--- src/rtl/nand_par_pkg.sv ---
package nand_par_pkg;

    localparam int RESULT_W  = 32;
    localparam int ODD_BASE  = 16;
    localparam int BIT_PAIRS = 3;
    localparam int PACK_W    = 24;

    // Selects the bits of a byte that feed one column parity member.
    function automatic logic [7:0] column_mask(input int stride_idx, input logic odd_half);
        logic [7:0] m;
        for (int b = 0; b < 8; b++) begin
            m[b] = (((b >> stride_idx) & 1) != 0) ? odd_half : ~odd_half;
        end
        return m;
    endfunction

endpackage

--- src/rtl/nand_par_byte_term.sv ---
module nand_par_byte_term #(
    parameter int ADDR_W = 9,
    localparam int NPAIR = nand_par_pkg::BIT_PAIRS + ADDR_W
) (
    input  logic              en_i,
    input  logic [7:0]        data_i,
    input  logic [ADDR_W-1:0] addr_i,
    output logic [NPAIR-1:0]  even_o,
    output logic [NPAIR-1:0]  odd_o
);
    import nand_par_pkg::*;

    logic row_par;
    assign row_par = ^data_i;

    // column parities: stride 1, 2, 4 bits inside the byte
    for (genvar k = 0; k < BIT_PAIRS; k++) begin : g_col
        assign even_o[k] = en_i & (^(data_i & column_mask(k, 1'b0)));
        assign odd_o[k]  = en_i & (^(data_i & column_mask(k, 1'b1)));
    end

    // line parities: one pair per byte address bit
    for (genvar j = 0; j < ADDR_W; j++) begin : g_line
        assign even_o[BIT_PAIRS+j] = en_i & row_par & ~addr_i[j];
        assign odd_o[BIT_PAIRS+j]  = en_i & row_par &  addr_i[j];
    end

endmodule

--- src/rtl/nand_par_pack.sv ---
module nand_par_pack #(
    parameter int ADDR_W = 9,
    localparam int NPAIR = nand_par_pkg::BIT_PAIRS + ADDR_W
) (
    input  logic [NPAIR-1:0]                    even_i,
    input  logic [NPAIR-1:0]                    odd_i,
    output logic [nand_par_pkg::RESULT_W-1:0]   word_o,
    output logic [nand_par_pkg::PACK_W-1:0]     packed_o
);
    import nand_par_pkg::*;

    always_comb begin
        word_o                  = '0;
        word_o[NPAIR-1:0]       = even_i;
        word_o[ODD_BASE +: NPAIR] = odd_i;
    end

    // byte 2 mixes the high even nibble (low) with the high odd nibble (high)
    always_comb begin
        packed_o[7:0]   = word_o[7:0];
        packed_o[15:8]  = word_o[23:16];
        packed_o[19:16] = word_o[11:8];
        packed_o[23:20] = word_o[27:24];
    end

endmodule

--- src/rtl/nand_parity_gen.sv ---
module nand_parity_gen #(
    parameter int ADDR_W = 9
) (
    input  logic              clk,
    input  logic              rst_n,
    input  logic              ecc_clear,
    input  logic              ecc_enable,
    input  logic              wide_mode,
    input  logic [ADDR_W-2:0] sector_hw_m1,
    input  logic              beat_valid,
    input  logic [15:0]       beat_data,
    output logic [31:0]       result_word,
    output logic [23:0]       packed_code,
    output logic              result_valid
);
    import nand_par_pkg::*;

    localparam int NPAIR = BIT_PAIRS + ADDR_W;
    localparam int CNT_W = ADDR_W + 1;
    localparam int LANES = 2;

    typedef struct packed {
        logic [CNT_W-1:0] count;
        logic [NPAIR-1:0] even;
        logic [NPAIR-1:0] odd;
        logic             done;
    } acc_t;

    acc_t st_q, st_d;

    logic [CNT_W-1:0]  limit;
    logic              room0, room1, accept;
    logic [LANES-1:0]  lane_en;
    logic [7:0]        lane_data [LANES];
    logic [ADDR_W-1:0] lane_addr [LANES];
    logic [NPAIR-1:0]  lane_even [LANES];
    logic [NPAIR-1:0]  lane_odd  [LANES];

    assign limit  = (CNT_W'(sector_hw_m1) + CNT_W'(1)) << 1;
    assign room0  = st_q.count < limit;
    assign room1  = (st_q.count + CNT_W'(1)) < limit;
    assign accept = ecc_enable & beat_valid & ~st_q.done & room0;

    assign lane_en[0] = accept;
    assign lane_en[1] = accept & wide_mode & room1;

    for (genvar i = 0; i < LANES; i++) begin : g_lane
        assign lane_data[i] = beat_data[8*i +: 8];
        assign lane_addr[i] = st_q.count[ADDR_W-1:0] + ADDR_W'(i);

        nand_par_byte_term #(.ADDR_W(ADDR_W)) u_term (
            .en_i   (lane_en[i]),
            .data_i (lane_data[i]),
            .addr_i (lane_addr[i]),
            .even_o (lane_even[i]),
            .odd_o  (lane_odd[i])
        );
    end

    always_comb begin
        st_d = st_q;
        if (ecc_clear) begin
            st_d = '0;
        end else if (accept) begin
            st_d.even  = st_q.even ^ lane_even[0] ^ lane_even[1];
            st_d.odd   = st_q.odd  ^ lane_odd[0]  ^ lane_odd[1];
            st_d.count = st_q.count + (lane_en[1] ? CNT_W'(2) : CNT_W'(1));
            st_d.done  = st_d.count >= limit;
        end
    end

    always_ff @(posedge clk or negedge rst_n) begin
        if (!rst_n) begin
            st_q <= '0;
        end else begin
            st_q <= st_d;
        end
    end

    nand_par_pack #(.ADDR_W(ADDR_W)) u_pack (
        .even_i   (st_q.even),
        .odd_i    (st_q.odd),
        .word_o   (result_word),
        .packed_o (packed_code)
    );

    assign result_valid = st_q.done;

endmodule

--- config.mk ---
export PLATFORM = sky130hd
export DESIGN_NAME = nand_parity_gen
export DESIGN_NICKNAME = d
export VERILOG_FILES = /design/src/rtl/nand_par_pkg.sv /design/src/rtl/nand_par_byte_term.sv /design/src/rtl/nand_par_pack.sv /design/src/rtl/nand_parity_gen.sv
export SDC_FILE = /design/constraint.sdc
export NUM_CORES = 1
export LEC_CHECK = 0
export BUFFER_PORTS_ARGS = -buffer_cell sky130_fd_sc_hd__clkbuf_2
export CORE_MARGIN = 1.5
export CORE_UTILIZATION = 48
export DETAILED_ROUTE_END_ITERATION = 10
export PLACE_DENSITY_LB_ADDON = 0.3
export RECOVER_POWER = 25
export SETUP_SLACK_MARGIN = 0.05
export SYNTH_ARGS = -nofsm -noshare
export SYNTH_HDL_FRONTEND = slang
export SYNTH_SLANG_ARGS = --single-unit
--- constraint.sdc ---
create_clock -name clk -period 6.5 [get_ports clk]
set_input_delay 1.3 -clock clk [delete_from_list [all_inputs] [get_ports clk]]
set_output_delay 1.3 -clock clk [all_outputs]
set_load 0.05 [all_outputs]
Word level (Yosys, flattened, before mapping)

Cells that the tools add are included.

Flip-flop bits (word level): 35
Input bits: 30
Word-level logic and storage cells: 107

$add $sub $neg: 4
$lt $le $gt $ge: 3
Muxes and demuxes: 3
Bitwise gates (word level): 78
Reduce and logical (&&, ||, !) cells: 15

Operator list:

| operator                | number |
|---|---|
| $reduce_xor A8 Y1       | 14 |
| $mux W35                | 2 |
| $and A1 B1 Y1           | 55 |
| $xor A12 B12 Y12        | 4 |
| $lt A10 B10 Y1          | 2 |
| $not A1 Y1              | 19 |
| $add A10 B1 Y10 const B | 1 |
| $add A10 B2 Y10         | 1 |
| $ge A10 B10 Y1          | 1 |
| $add A8 B1 Y9 const B   | 1 |
| $add A9 B1 Y9 const B   | 1 |
| $mux W2                 | 1 |
| $reduce_bool A2 Y1      | 1 |

Longest topological paths before layout

Gate-level depths: netlist of the first run.

Word-level depth: 10
Mapped depth: 25
Depth with buffers taken out: 23

Modules after synthesis

A second synthesis of the first run with hierarchy kept.

Cell total of the unflattened synthesis: 505
Area total of the unflattened synthesis: 4048.9 µm²

Modules (own cells, without submodules):

| module             | instances | cells an instance | area an instance (µm²) | sequential area each (µm²) |
|---|---|---|---|---|
| nand_parity_gen    | 1         | 346               | 2951.6                 | 875.8 |
| nand_par_byte_term | 2         | 51                | 336.6                  | 0.0 |
| nand_par_pack      | 1         | 57                | 424.2                  | 0.0 |

Worst setup path before layout of the first run

Ideal clock, no wire load.

Path type: input -> register
Start: input sector_hw_m1[0]
End: register st_q (netlist bit result_valid)
Library setup time: 0.132 ns
Data arrival time: 5.940 ns
Data required time: 6.368 ns
Path slack: 0.428 ns
Stages: 23
Path buffers: 2
Cell sequence: ha_1 > xnor2_1 > ha_1 > a21o_1 > o211ai_1 > o311ai_1 > maj3_1 > a22o_1 > buf_6 > a21oi_2 > buf_2 > nand2_1 > ha_1 > fa_1 > xor2_1 > ha_1 > a21boi_0 > o21a_1 > o22ai_1 > a21oi_1 > a211o_1 > o2111ai_1 > a31oi_1

Longest elaborated chain between the ends: 10
Elaborated cells on any way between the ends: 12

Ends and longest elaborated chain:

| item                       | line                  | text |
|---|---|---|
| start, declared            | nand_parity_gen.sv:9  | `input logic [ADDR_W-2:0] sector_hw_m1,` |
| $add A8 B1 Y9 *            | nand_parity_gen.sv:39 | `assign limit = (CNT_W'(sector_hw_m1) + CNT_W'(1)) << 1;` |
| $lt A10 B10 Y1             | nand_parity_gen.sv:40 | `assign room0 = st_q.count < limit;` |
| $and A1 B1 Y1              | nand_parity_gen.sv:42 | `assign accept = ecc_enable & beat_valid & ~st_q.done & room0;` |
| $and A1 B1 Y1 (2 in a row) | nand_parity_gen.sv:45 | `assign lane_en[1] = accept & wide_mode & room1;` |
| $mux W2                    | nand_parity_gen.sv:67 | `st_d.count = st_q.count + (lane_en[1] ? CNT_W'(2) : CNT_W'(1));` |
| $add A10 B2 Y10            | nand_parity_gen.sv:67 |  |
| $ge A10 B10 Y1             | nand_parity_gen.sv:68 | `st_d.done = st_d.count >= limit;` |
| $mux W35                   | nand_parity_gen.sv:64 | `end else if (accept) begin` |
| $mux W35                   | nand_parity_gen.sv:62 | `if (ecc_clear) begin` |
| end signal, assigned       | nand_parity_gen.sv:76 | `st_q <= st_d;` |
| end, declared              | nand_parity_gen.sv:29 | `acc_t st_q, st_d;` |

Every way passes the cells marked *; elsewhere a longest branch is shown, timed or not. The select of a mux whose other input is x is not followed.
A chain may end at the register's enable or synchronous reset.

Final worst setup path of the first run

Same ends and word-level chain as after synthesis.

==> qor.txt, run 1 <==
Die extent in x: 95.69 µm
Skew final: 0.006928 ns
Vias in the first global route: 3,311
DR iter-0 viols: 239
Critical path required time: 6.67 ns
Mapped Avg Cell Area: 8.503 µm²
Bufs on Longest Clock Path: 2
Fin nets: 550
Clock root cell: clkbuf_8
Seq cells post-synth: 35
Lkg Pwr: 1.975 nW
Crit path max fanout: 7
Antenna cell count: 0
CTS Sinks: 35
DR vias/cell: 5.914
VDD IR-drop max: 0.00008338 V
WL final: 9944 µm
Worst-path clk slew: 0.08 ns
Tmin final: 5.807 ns
# rows: 33
Final period util: 89.33%
Vias: 3,572
Sequential share of the synthesized area: 21.24%
Initial Util: 49.94%
Synth top area share: 21.24%
Crit path arrival time: 5.98 ns
Endpoints failing hold: 0
# resized after CTS: 0
Post-synthesis adder-cell area fraction: 6.796%
Simple logic cell fraction of the synthesized area: 17.14%
Antenna viol nets, final: 0
Met1 usage: 31.17%
Num CTS Buffers: 5
Reg2Reg Setup Slack: 0.81 ns
Remaining Overflow, GRT: 0
CP Class: primary input to flop
Slew HR: -34.10%
Failing checks: capacitance limit, slew limit
Clk_lat worst skew: 0.29 ns
Grt met3 use: 3.870%
Post-synthesis compound-gate area fraction: 20.96%
Remaining DRCs: 0
Unrepaired setup endpoints after global routing: false
Setup WS post-layout: 0.6935 ns
Share of layout cells above drive strength 1: 22.44%
Largest area contributor in the netlist: dfrtp_1
Cell Area, Synth: 4124 µm²
Met2 Track Usage GR: 37.09%
Antenna violations before repair: 0
Ports: 87
Cell count after synthesis: 485
Routed WL per cell: 16.46 µm
GRT busiest layer: met2
CP Launch Type: primary input
Synth Area in XOR/XNOR: 14.02%
# H-tree levels: 2
Max Cap Viol: 1
Core area: 8258 µm²
Post-synth EDFFs: 0
Worst Hold Class: flop to flop
Router iterations before antenna repair: 5
Die Ht: 95.69 µm
Gr usage total: 23.00%
First-pass GRT wire length: 16,440 µm
PortBufs: 78
Largest net degree at the start of global routing: 38
Setup Buffers After CTS: 0
Post-route setup TNS: 0 ns
Final setup vio count: 0
Fmax: 172.2 MHz
Synth area leaders: dfrtp_1 (21%), buf_4 (11%), xnor2_1 (9.3%)
Status: finished with violations
DIE AREA: 9157 µm²
Pwr dens: 196.8 nW/µm²
Ys flop type: dfrtp_1
Cts hold-fix bufs: 0
Area Overhead vs Synth: 3.004%
Final Max Slew Viols: 36
Worst slack at placement: 0.4132 ns
Post-synthesis cell type count: 65
Placer Congestion: 0.9305
Worst setup EP type: flop
Main combinational cell family by area after synthesis: compound AO/OA/AOI/OAI gates
TritonCTS clock tree: built
Post-synthesis mux area share: 4.278%
Worst-margin pin slew: 2.012 ns
Post-synth ARST share: 100.0%
Synth Warn #: 0
Dpl hpwl: 7609 µm
cell families after synthesis:
family / Yosys count
other: 1
multiplexers: 17
flip-flops: 35
buffers and inverters: 103
AO/OA/AOI/OAI: 111
AND/OR/NAND/NOR: 130
XOR/XNOR: 66
adder cells (fa/ha/maj): 22
worst max-delay path: stages:
cell and delay, ns:
clkbuf_2 0.14, ha_1 0.28, xnor2_1 0.27, ha_1 0.30, a21o_1 0.20, o211ai_1 0.15, o311ai_1 0.20, maj3_1 0.45
a22o_1 0.23, a21oi_2 0.16, nand2_1 0.08, ha_1 0.24, fa_1 0.44, xor2_1 0.19, ha_1 0.30, a21boi_0 0.12
o21a_1 0.17, o22ai_1 0.17, a21oi_1 0.09, a211o_1 0.28, o2111ai_1 0.10, a31oi_1 0.10
synth_stat cells (9+ instances only):
| library cell | instances |
|---|---|
| a21oi_1 | 17 |
| and3_1 | 10 |
| buf_2 | 9 |
| buf_4 | 58 |
| clkbuf_1 | 13 |
| dfrtp_1 | 35 |
| ha_1 | 20 |
| inv_1 | 18 |
| mux2i_1 | 12 |
| nand2_1 | 18 |
| nand3_1 | 13 |
| nand4_1 | 13 |
| nor2_1 | 28 |
| nor2b_1 | 9 |
| o211ai_1 | 11 |
| o31ai_1 | 15 |
| xnor2_1 | 44 |
| xor2_1 | 22 |
report_power, final:
group | switching [mW] | total [mW] | internal (mW)
Sequential | 0.0187 | 0.253 | 0.234
Combinational | 0.276 | 0.386 | 0.110
Clock | 0.0844 | 0.197 | 0.113
Total | 0.379 | 0.836 | 0.457
layout by cell type, fill, tap and decap left out, types with 3 or more instances in the layout:
cell	netlist	final
or3_1	5	5
nand4_1	13	13
clkbuf_8	0	5
o211ai_1	11	11
nor3_1	7	7
a211oi_1	6	6
nor2b_1	9	9
or4_1	8	8
o2111ai_1	3	3
a2111oi_0	6	6
nand3_1	13	13
a31oi_1	4	4
o31ai_1	15	15
nand2_1	18	18
and2_1	5	5
xnor2_1	44	44
o22ai_1	4	4
a2111oi_2	4	4
buf_4	58	5
clkbuf_2	0	77
o311ai_0	3	3
and3_1	10	10
conb_1	1	8
ha_1	20	20
or2_2	4	4
mux2_2	5	5
dfrtp_1	35	35
a21oi_1	17	17
o21a_1	5	5
inv_1	18	18
nor2_1	28	28
a31o_2	3	3
xor2_1	22	22
o21ai_0	8	8
mux2i_1	12	12
metal layers:
| layer | vias to the layer above | wire length, µm |
|---|---|---|
| met3 | 19 | 617 |
| met2 | 140 | 4639 |
| met4 | 0 | 234 |
| li1 | 1729 | - |
| met1 | 1684 | 4453 |
| met5 | - | 0 |
final timing paths:
check,start,endpoint,depth (start not counted)
min in group asynchronous,rst_n,result_valid,1
setup / recovery,sector_hw_m1[0],result_valid,22
max in group asynchronous,rst_n,st_q[11],1
setup reg to reg,st_q[26],result_valid,22
hold / removal,st_q[1],st_q[1],2
hold reg to reg,st_q[1],st_q[1],2
registers in the layout, indices dropped and copies added, names as in the netlist:
signal,count
st_q,34
result_valid,1
area by class of cell:
type | count | area [µm²]
sequential | 35 | 875.8
clock buffer | 6 | 72.57
fill | 831 | 4010
timing repair buffer | 83 | 426.7
multi-input combinational | 354 | 2636
clock inverter | 1 | 30.03
inverter | 20 | 75.07
tap | 105 | 131.4
through the flow:
| step | cell area, µm² | hold WS [ns] | std cells | utilization, % | power, mW |
|---|---|---|---|---|---|
| 6_report | 4248 | 0.5794 | 604 | 51.44 | 0.8361 |
| 5_1_grt | 4248 | 0.5968 | 604 | 51.44 | 0.8866 |
| 4_1_cts | 4249 | 0.5836 | 604 | 51.45 | 0.8425 |
| 3_5_place_dp | 4146 | 0.5728 | 597 | 50.21 | 0.6433 |
| 3_3_place_gp | 4146 | 0.5574 | 597 | 50.21 | 0.6353 |
| 2_1_floorplan | 4150 | 0.5368 | 492 | - | 0.6049 |
(Power assumes the default switching activity.)
==> inputs of run 2 (changes only) <==
CORE_ASPECT_RATIO = 0.5   (was default)
==> qor.txt, run 2 (synthesis gave the netlist of run 1 again) <==
Status: finished with violations (unchanged)
Failing checks: capacitance limit, slew limit (unchanged)
Max Cap Viol: 1 (unchanged)
Core area: 8173 µm² (was 8258 µm²)
CP Launch Type: primary input (unchanged)
Fmax: 167.7 MHz (was 172.2 MHz)
Setup WS post-layout: 0.5378 ns (was 0.6935 ns)
Antenna violations before repair: 0 (unchanged)
First-pass GRT wire length: 16,160 µm (was 16,440 µm)
Crit-path slowest cell: maj3_1 (unchanged)
Fin nets: 551 (was 550)
Antenna cell count: 0 (unchanged)
Clock power share: 26.8% (was 23.5%)
Clk_lat worst skew: 0.29 ns (about the same)
Cts hold-fix bufs: 0 (unchanged)
Worst-margin pin slew: 1.962 ns (was 2.012 ns)
Top cell by count, worst path: ha_1 (unchanged)
Initial Util: 50.46% (was 49.94%)
Ports: 87 (unchanged)
Die extent in x: 134.1 µm (was 95.69 µm)
Endpoints failing hold: 0 (unchanged)
Commonest non-fill, non-tap cell in the layout: clkbuf_2 (unchanged)
# resized after CTS: 0 (unchanged)
Slew HR: -30.78% (was -34.10%)
Reg power frac: 29.0% (was 30.3%)
TritonCTS clock tree: built (unchanged)
Gr usage total: 22.71% (was 23.00%)
Number of flip-flops in the largest register: 34 (unchanged)
Lkg Pwr: 1.997 nW (was 1.975 nW)
Vias: 3,555 (was 3,572)
P_int: 0.4838 mW (was 0.4567 mW)
Crit path max fanout: 7 (unchanged)
Worst slack at placement: 0.3419 ns (was 0.4132 ns)
DR iter-0 viols: 285 (was 239)
Post-route setup TNS: 0 ns (unchanged)
Remaining Overflow, GRT: 0 (unchanged)
Routed WL per cell: 16.13 µm (was 16.46 µm)
Comb pwr share: 44.2% (was 46.2%)
Crit path arrival time: 6.12 ns (was 5.98 ns)
CP Class: primary input to flop (unchanged)
Placer Congestion: 0.9061 (was 0.9305)
Crit-path cells: clkbuf_2, ha_1, xnor2_1, ha_1, a21o_1, nor3_1, o311ai_1, maj3_1, a22o_1, a21oi_2, nand2_1, ha_1, fa_1, xor2_1, ha_1, a21boi_0, o21a_1, o22ai_1, a21oi_1, a211o_1, o2111ai_1, a31oi_1 (was clkbuf_2, ha_1, xnor2_1, ha_1, a21o_1, o211ai_1, o311ai_1, maj3_1, a22o_1, a21oi_2, nand2_1, ha_1, fa_1, xor2_1, ha_1, a21boi_0, o21a_1, o22ai_1, a21oi_1, a211o_1, o2111ai_1, a31oi_1)
Share of layout cells above drive strength 1: 22.55% (was 22.44%)
Bufs on Longest Clock Path: 2 (unchanged)
Critical path required time: 6.66 ns (was 6.67 ns)
Area Overhead vs Synth: 4.248% (was 3.004%)
Largest net degree at the start of global routing: 38 (unchanged)
Final period util: 91.73% (was 89.33%)
Fillers: 785 (was 831)
Num CTS Buffers: 5 (unchanged)
# rows: 23 (was 33)
PortBufs: 78 (unchanged)
DIE AREA: 9190 µm² (was 9157 µm²)
Skew final: 0.004883 ns (was 0.006928 ns)
Pwr dens: 202.4 nW/µm² (was 196.8 nW/µm²)
Worst setup EP type: flop (unchanged)
DR vias/cell: 5.799 (was 5.914)
CTS Sinks: 35 (unchanged)
Tmin final: 5.962 ns (was 5.807 ns)
Final Max Slew Viols: 36 (unchanged)
Worst Hold Class: flop to flop (unchanged)
Most frequent cells in the layout: clkbuf_2 (77), xnor2_1 (44), dfrtp_1 (35), nor2_1 (28), xor2_1 (22) (unchanged)
CP peak stage delay: 0.46 ns (was 0.45 ns)
Die Ht: 68.54 µm (was 95.69 µm)
Antenna viol nets, final: 0 (unchanged)
Setup Buffers After CTS: 0 (unchanged)
Top reg by flops: st_q (unchanged)
Router iterations before antenna repair: 5 (unchanged)
Remaining DRCs: 0 (unchanged)
Final setup vio count: 0 (unchanged)
Sw power: 0.3865 mW (was 0.3794 mW)
Worst-path clk slew: 0.05 ns (was 0.08 ns)
Unrepaired setup endpoints after global routing: false (unchanged)
Clock root cell: clkbuf_16 (was clkbuf_8)
Dpl hpwl: 7523 µm (was 7609 µm)
Vias in the first global route: 3,177 (was 3,311)
VDD IR-drop max: 0.00009271 V (was 0.00008338 V)
# H-tree levels: 2 (unchanged)
WL final: 9889 µm (was 9944 µm)
Net Sw Frac: 44.41% (was 45.38%)
==> run 2: area by class of cell <==
class | instances | area (µm²) | share of cell area, %
multi-input cells | 354 | 2636 | 61.32
flip-flops and latches | 35 | 875.8 | 20.37
repair buffers | 84 | 434.2 | 10.10
inverters | 20 | 75.07 | 1.746
well taps | 112 | 140.1 | 3.260
clock inverters | 1 | 5.005 | 0.1164
clock buffers | 7 | 132.6 | 3.085
==> run 2: worst paths after layout <==
check / start / to / slack (ns) / cells past startpoint
min reg2reg: st_q[3] / st_q[3] / 0.57 / 2
max in group asynchronous: rst_n / st_q[33] / 3.81 / 1
min: st_q[3] / st_q[3] / 0.57 / 2
max reg2reg: st_q[25] / result_valid / 1.26 / 22
min in group asynchronous: rst_n / st_q[15] / 1.56 / 1
max: sector_hw_m1[0] / result_valid / 0.54 / 22
==> run 2: per-stage QoR <==
| step | util (%) | cell area, µm² | hold slack [ns] | total power [mW] | std cells |
|---|---|---|---|---|---|
| floorplan | - | 4150 | 0.5368 | 0.6049 | 492 |
| global placement | 50.93 | 4163 | 0.5535 | 0.6354 | 605 |
| detailed placement | 50.93 | 4163 | 0.5663 | 0.6401 | 605 |
| CTS | 52.62 | 4300 | 0.5746 | 0.8750 | 613 |
| global route | 52.60 | 4299 | 0.6026 | 0.9186 | 613 |
| finish | 52.60 | 4299 | 0.5726 | 0.8703 | 613 |
==> run 2: worst max-delay path: cells and delay by family <==
kind | cells | cell delay [ns]
adder cells (fa/ha/maj) | 6 | 2.02
AO/OA/AOI/OAI | 11 | 1.90
XOR/XNOR | 2 | 0.51
AND/OR/NAND/NOR | 2 | 0.25
buffers and inverters | 1 | 0.14
==> run 2: routing by layer <==
layer  vias up  global-route usage [%]  wire length, µm
li1       1748                       -                -
met1      1657                   31.38             4835
met2       140                   36.86             4307
met3        10                   4.240              644
met4         0                   6.586              101
met5         -                       0                0
==> run 2: power groups by stage <==
stage | Clock, mW | Combinational, mW | Sequential, mW
2_1_floorplan | 0 | 0.353 | 0.252
3_3_place_gp | 0 | 0.379 | 0.256
3_5_place_dp | 0 | 0.383 | 0.257
4_1_cts | 0.237 | 0.384 | 0.253
5_1_grt | 0.246 | 0.416 | 0.256
6_report | 0.233 | 0.384 | 0.253
